[src/rtl/sgi_pkg.sv]
// Package: shared field layout and decoded request type for the
// software-generated-interrupt target decoder.
// Assumes a 64-bit request word and 32-bit element affinities.
package sgi_pkg;
    localparam int WORD_W  = 64;
    localparam int AFF_W   = 32;
    localparam int TLIST_W = 16;
    localparam int INTID_W = 4;
    localparam int RS_W    = 4;

    // Bit positions the decoder depends on
    localparam int INTID_LSB = 24;
    localparam int AFF3_LSB  = 48;
    localparam int AFF2_LSB  = 32;
    localparam int AFF1_LSB  = 16;
    localparam int RS_LSB    = 44;
    localparam int BCAST_BIT = 40;

    typedef struct packed {
        logic [INTID_W-1:0] intid;
        logic [7:0]         aff3;
        logic [7:0]         aff2;
        logic [7:0]         aff1;
        logic [RS_W-1:0]    rs;
        logic [TLIST_W-1:0] tlist;
        logic               bcast;
    } sgi_req_t;
endpackage

[src/rtl/sgi_req_decode.sv]
// Module: sgi_req_decode
// Splits a raw request word into its fields. Purely combinational.
// Assumes the field positions given in sgi_pkg.
module sgi_req_decode
    import sgi_pkg::*;
(
    input  logic [WORD_W-1:0] word,
    output sgi_req_t          fields
);
    // Field extraction
    always_comb begin
        fields.intid = word[INTID_LSB +: INTID_W];
        fields.aff3  = word[AFF3_LSB +: 8];
        fields.aff2  = word[AFF2_LSB +: 8];
        fields.aff1  = word[AFF1_LSB +: 8];
        fields.rs    = word[RS_LSB +: RS_W];
        fields.tlist = word[TLIST_W-1:0];
        fields.bcast = word[BCAST_BIT];
    end
endmodule

[src/rtl/sgi_pe_match.sv]
// Module: sgi_pe_match
// Decides whether one element is a destination of a decoded request.
// Assumes the window width equals the target-list width (16), so the
// window is picked by the upper nibble of the lowest affinity byte.
module sgi_pe_match
    import sgi_pkg::*;
#(
    parameter int IDX_W = 3
) (
    input  sgi_req_t         req,
    input  logic [AFF_W-1:0] pe_aff,
    input  logic [IDX_W-1:0] pe_idx,
    input  logic [IDX_W-1:0] src_idx,
    output logic             hit
);
    logic       upper_eq;
    logic       in_window;
    logic [3:0] offset;

    // Targeted-mode and broadcast-mode match terms
    always_comb begin
        upper_eq  = (pe_aff[AFF_W-1:8] == {req.aff3, req.aff2, req.aff1});
        in_window = (pe_aff[7:4] == req.rs);
        offset    = pe_aff[3:0];
        if (req.bcast) begin
            hit = (pe_idx != src_idx);
        end else begin
            hit = upper_eq && in_window && req.tlist[offset];
        end
    end
endmodule

[src/rtl/sgi_scan_ctrl.sv]
// Module: sgi_scan_ctrl
// Sequencer that walks element indices 0..N_PE-1, one per clock, after
// a start. Raises done on the last step. Starts are ignored while busy.
module sgi_scan_ctrl #(
    parameter int N_PE  = 8,
    parameter int IDX_W = 3
) (
    input  logic             clk,
    input  logic             rst_n,
    input  logic             start,
    output logic             busy,
    output logic [IDX_W-1:0] idx,
    output logic             done
);
    localparam logic [IDX_W-1:0] LAST_IDX = IDX_W'(N_PE - 1);

    // Walk state: busy flag, current index, completion pulse
    always_ff @(posedge clk) begin
        if (!rst_n) begin
            busy <= 1'b0;
            idx  <= '0;
            done <= 1'b0;
        end else begin
            done <= 1'b0;
            if (busy) begin
                if (idx == LAST_IDX) begin
                    busy <= 1'b0;
                    idx  <= '0;
                    done <= 1'b1;
                end else begin
                    idx <= idx + 1'b1;
                end
            end else if (start) begin
                busy <= 1'b1;
                idx  <= '0;
            end
        end
    end
endmodule

[src/rtl/sgi_target_decoder.sv]
// Module: sgi_target_decoder (top)
// Latches an accepted software-generated-interrupt request. A single
// shared matcher then examines one element per clock, and a registered
// one-hot send strobe is raised for each matching element.
// Assumes pe_affinity is static while a walk is in progress.
module sgi_target_decoder
    import sgi_pkg::*;
#(
    parameter int N_PE    = 8,
    parameter int GROUP_W = 2,
    localparam int IDX_W  = (N_PE > 1) ? $clog2(N_PE) : 1
) (
    input  logic                  clk,
    input  logic                  rst_n,
    input  logic                  req_valid,
    input  logic [WORD_W-1:0]     req_word,
    input  logic [GROUP_W-1:0]    req_group,
    input  logic                  req_ns,
    input  logic [IDX_W-1:0]      req_src,
    input  logic [AFF_W*N_PE-1:0] pe_affinity,
    output logic                  busy,
    output logic                  done,
    output logic [N_PE-1:0]       send_valid,
    output logic [INTID_W-1:0]    send_intid,
    output logic [GROUP_W-1:0]    send_group,
    output logic                  send_ns
);
    sgi_req_t           dec_req;
    sgi_req_t           req_q;
    logic [GROUP_W-1:0] group_q;
    logic               ns_q;
    logic [IDX_W-1:0]   src_q;
    logic [IDX_W-1:0]   scan_idx;
    logic [AFF_W-1:0]   cur_aff;
    logic               cur_hit;
    logic               accept;
    logic [N_PE-1:0]    idx_onehot;

    assign accept = req_valid && !busy;

    sgi_req_decode u_decode (
        .word   (req_word),
        .fields (dec_req)
    );

    sgi_scan_ctrl #(.N_PE(N_PE), .IDX_W(IDX_W)) u_ctrl (
        .clk   (clk),
        .rst_n (rst_n),
        .start (accept),
        .busy  (busy),
        .idx   (scan_idx),
        .done  (done)
    );

    // Request capture on acceptance
    always_ff @(posedge clk) begin
        if (!rst_n) begin
            req_q   <= '0;
            group_q <= '0;
            ns_q    <= 1'b0;
            src_q   <= '0;
        end else if (accept) begin
            req_q   <= dec_req;
            group_q <= req_group;
            ns_q    <= req_ns;
            src_q   <= req_src;
        end
    end

    // Affinity of the element under examination
    always_comb begin
        cur_aff = pe_affinity[scan_idx*AFF_W +: AFF_W];
    end

    sgi_pe_match #(.IDX_W(IDX_W)) u_match (
        .req     (req_q),
        .pe_aff  (cur_aff),
        .pe_idx  (scan_idx),
        .src_idx (src_q),
        .hit     (cur_hit)
    );

    // One-hot decode of the scan index
    for (genvar g = 0; g < N_PE; g++) begin : g_onehot
        assign idx_onehot[g] = (scan_idx == IDX_W'(g));
    end

    // Registered send strobe and payload
    always_ff @(posedge clk) begin
        if (!rst_n) begin
            send_valid <= '0;
            send_intid <= '0;
            send_group <= '0;
            send_ns    <= 1'b0;
        end else begin
            send_valid <= (busy && cur_hit) ? idx_onehot : '0;
            send_intid <= req_q.intid;
            send_group <= group_q;
            send_ns    <= ns_q;
        end
    end
endmodule

[config.mk]
export PLATFORM = sky130hd
export DESIGN_NAME = sgi_target_decoder
export DESIGN_NICKNAME = d
export VERILOG_FILES = /design/src/rtl/sgi_pkg.sv /design/src/rtl/sgi_req_decode.sv /design/src/rtl/sgi_pe_match.sv /design/src/rtl/sgi_scan_ctrl.sv /design/src/rtl/sgi_target_decoder.sv
export SDC_FILE = /design/constraint.sdc
export NUM_CORES = 1
export LEC_CHECK = 0
export BUFFER_PORTS_ARGS = -buffer_cell sky130_fd_sc_hd__clkbuf_2
export CAP_MARGIN = 30
export CORE_AREA = 2 2 135 137
export DETAILED_ROUTE_END_ITERATION = 7
export DIE_AREA = 0 0 137 139
export PLACE_DENSITY = 0.7
export SETUP_SLACK_MARGIN = 0.5
export SYNTH_ARGS = -nofsm -noshare
export SYNTH_HDL_FRONTEND = slang
export SYNTH_SLANG_ARGS = --single-unit
[constraint.sdc]
create_clock -name clk -period 7.8 [get_ports clk]
set_input_delay 1.17 -clock clk [delete_from_list [all_inputs] [get_ports clk]]
set_output_delay 1.17 -clock clk [all_outputs]
set_load 0.1 [all_outputs]
==> results.yml <==
layout:
  num-fill-cells: 1753
  multi_input_area_um2: 3500
  fin_util_pct: 41.4
  drive_above_1_share_pct: 51.3
  finalNonFillerCells: 1051
  layout.area.seq_um2: 1510
  fin_area_um2: 7310
  nets: 1152
  syn2layout_area_growth_pct: 40.0
  diodes: 0
sta:
  fin_tns_setup_ns: 0
  min_period_over_period_pct: 46.9
  tightest_slew_ns: 0.912
  finalSetupViolations: 0
  period_needed_ns: 3.66
  worst_slack_ns: 4.14
  hold-worst-slack_ns: 0.451
  skew_ns: 0.00500
  max_slew_margin_pct: 39.2
  hold_viol: 0
  slew_viol_final: 0
  rsz0062_at_grt: "false"
  fmax_mhz: 273
pwr:
  ir_worst_vdd_mv: 0.151
  p_per_area_nw_per_um2: 154
  p_leak_nw: 3.35
  finalPower_mw: 1.12
outcome:
  outcome: "finished, final reports clean"
setup_path:
  r2r-end: "send_valid[0]"
  reg2reg_depth: 9
  r2r_slack_ns: 4.14
  critical_path_class: "reg -> reg"
  critPathCaptureType: "flip-flop"
  reg2reg_from: "u_ctrl.idx[1]"
  path_max_fanout: 69
  cp-start-kind: "flip-flop"
  worst_ep_required_time_ns: 8.03
  critPathArrivalTime_ns: 3.88
global_routing:
  overflow: 0
  grt_usage_pct: 19.3
  grt_pass1_wl_um: 27700
  first_global_vias: 5197
  antenna_found_initial: 1
  grt_max_degree: 70
placed_design:
  numPortBuffers: 330
  place_inst: 1035
  routabilityCongestion: 0.921
  dpl.hpwl_um: 15000
  dp_slack_ns: 4.01
  placed_cell_area_um2: 7000
synth:
  synth.cell_area_um2: 5220
  synth_area_per_cell_um2: 10.2
  ys.warnings.count: 0
  seq_area_frac_synth_pct: 28.7
  ys_seq_elements: 75
  syn-num-nets: 847
  yosys.area.top_type: "dfxtp_1"
  synthArstFlopShare_pct: 0
  synth_common_cells: "118 x nand2_1, 75 x dfxtp_1, 55 x a21boi_0"
  synth_top_area_share_pct: 28.7
  synth_edf_count: 0
  ys.flop_type: "dfxtp_1"
  synth.distinct_cells: 43
  synthesis.instances: 512
  synth_area_leaders: "dfxtp_1 29%, mux4_2 21%, nand2_1 8.5%"
  synth.most_common_cell: "nand2_1"
clock_network:
  cts_buffers: 9
  cts_buffer_depth: 2
  cts_tree: "built"
  clock_latency_ns: 0.34
  hold_buffers: 0
  cts-root-buf: "clkbuf_16"
  cts_resized: 0
  h-tree-depth: 3
  postCtsSetupRepairBufs: 0
  clock-sinks: 75
  clk_pin_slew_worst_paths_ns: 0.06
floorplanning:
  die_y_um: 139
  initial_core_util_pct: 29.6
  num_rows: 49
  core_um2: 17700
  fp.dieW_um: 137
  die-area_um2: 19000
  ios: 346
min_path:
  hold_end: "send_intid[3]"
  holdCritStartpoint: "req_q[48]"
  hold_depth: 1
  holdCritPathClass: "reg -> reg"
routing:
  drt_iter0_markers: 163
  ant_nets: 0
  first_pass_iters: 5
  drt-total-wl_um: 18400
  via_per_inst: 4.82
  wl_per_cell_um: 17.5
  vias: 5065
  drc: 0
flow_run:
  cap_violations: 0
==> area by class of cell <==
class,instances,share of cell area (%)
multi-input cells,393,47.9
repair buffers,335,23.1
flip-flops and latches,75,20.6
well taps,229,3.92
clock buffers,12,3.64
clock inverters,4,0.650
inverters,3,0.154
==> worst max path at each step <==
| stage | start | endpoint | slack, ns | cells after the start |
|---|---|---|---|---|
| 3_5_place_dp | pe_affinity[33] | send_valid[0] | 4.01 | 9 |
| 4_1_cts | u_ctrl.idx[1] | send_valid[0] | 4.09 | 9 |
| 5_1_grt | u_ctrl.idx[1] | send_valid[0] | 3.90 | 9 |
| 6_report | u_ctrl.idx[1] | send_valid[0] | 4.14 | 9 |
| 3_3_place_gp | pe_affinity[33] | send_valid[0] | 4.09 | 9 |
| 2_1_floorplan | pe_affinity[33] | send_valid[0] | 4.69 | 8 |
==> layout by cell type (no fill, tap or decap), types with 4 or more instances in the layout <==
master | Yosys | layout
ha_1 | 6 | 6
clkbuf_16 | 0 | 9
nor2_1 | 10 | 10
xor2_1 | 9 | 9
o22ai_1 | 6 | 6
nand2_1 | 118 | 118
nand4_1 | 4 | 4
mux2i_1 | 43 | 43
clkbuf_2 | 0 | 330
xnor2_1 | 22 | 22
a22oi_1 | 4 | 4
a21boi_0 | 55 | 55
a221oi_1 | 6 | 6
nand3_1 | 7 | 7
dfxtp_1 | 75 | 73
and2_1 | 7 | 7
mux2_2 | 12 | 12
mux4_2 | 49 | 49
buf_4 | 2 | 5
==> report_power, final <==
group | internal [mW] | switching [mW]
logic | 0.149 | 0.121
clock network | 0.273 | 0.163
registers | 0.401 | 0.0178
==> registers in the layout (all words and copies together), names as in the netlist <==
| name | count |
|---|---|
| send_group | 2 |
| u_ctrl.busy | 1 |
| u_ctrl.idx | 3 |
| group_q | 2 |
| u_ctrl.done | 1 |
| send_intid | 4 |
| src_q | 3 |
| send_ns | 1 |
| ns_q | 1 |
| req_q | 49 |
| send_valid | 8 |
==> per-layer routing <==
layer | vias to the layer above | global-route usage, % | wire length, um
met3 | 15 | 4.75 | 1050
li1 | 2473 | - | -
met2 | 194 | 34.2 | 9310
met4 | 2 | 3.04 | 172
met5 | - | 0 | 13
met1 | 2381 | 23.9 | 7840
==> logic make-up after synthesis <==
group	Yosys count	synth area share, %
AO/OA/AOI/OAI	79	11.5
adder cells (fa/ha/maj)	6	1.44
buffers and inverters	44	4.36
multiplexers	108	33.9
XOR/XNOR	31	5.20
flip-flops	75	28.7
AND/OR/NAND/NOR	169	14.9
==> worst max-delay path, stage by stage (launching register included) <==
cell	delay, ns
dfxtp_4	0.49
buf_4	0.72
mux4_1	0.46
mux2i_4	0.42
mux2i_1	0.21
a22oi_1	0.22
nand2_1	0.07
o21ai_1	0.33
a41oi_4	0.24
nor4bb_1	0.36
(Power assumes the default switching activity.)
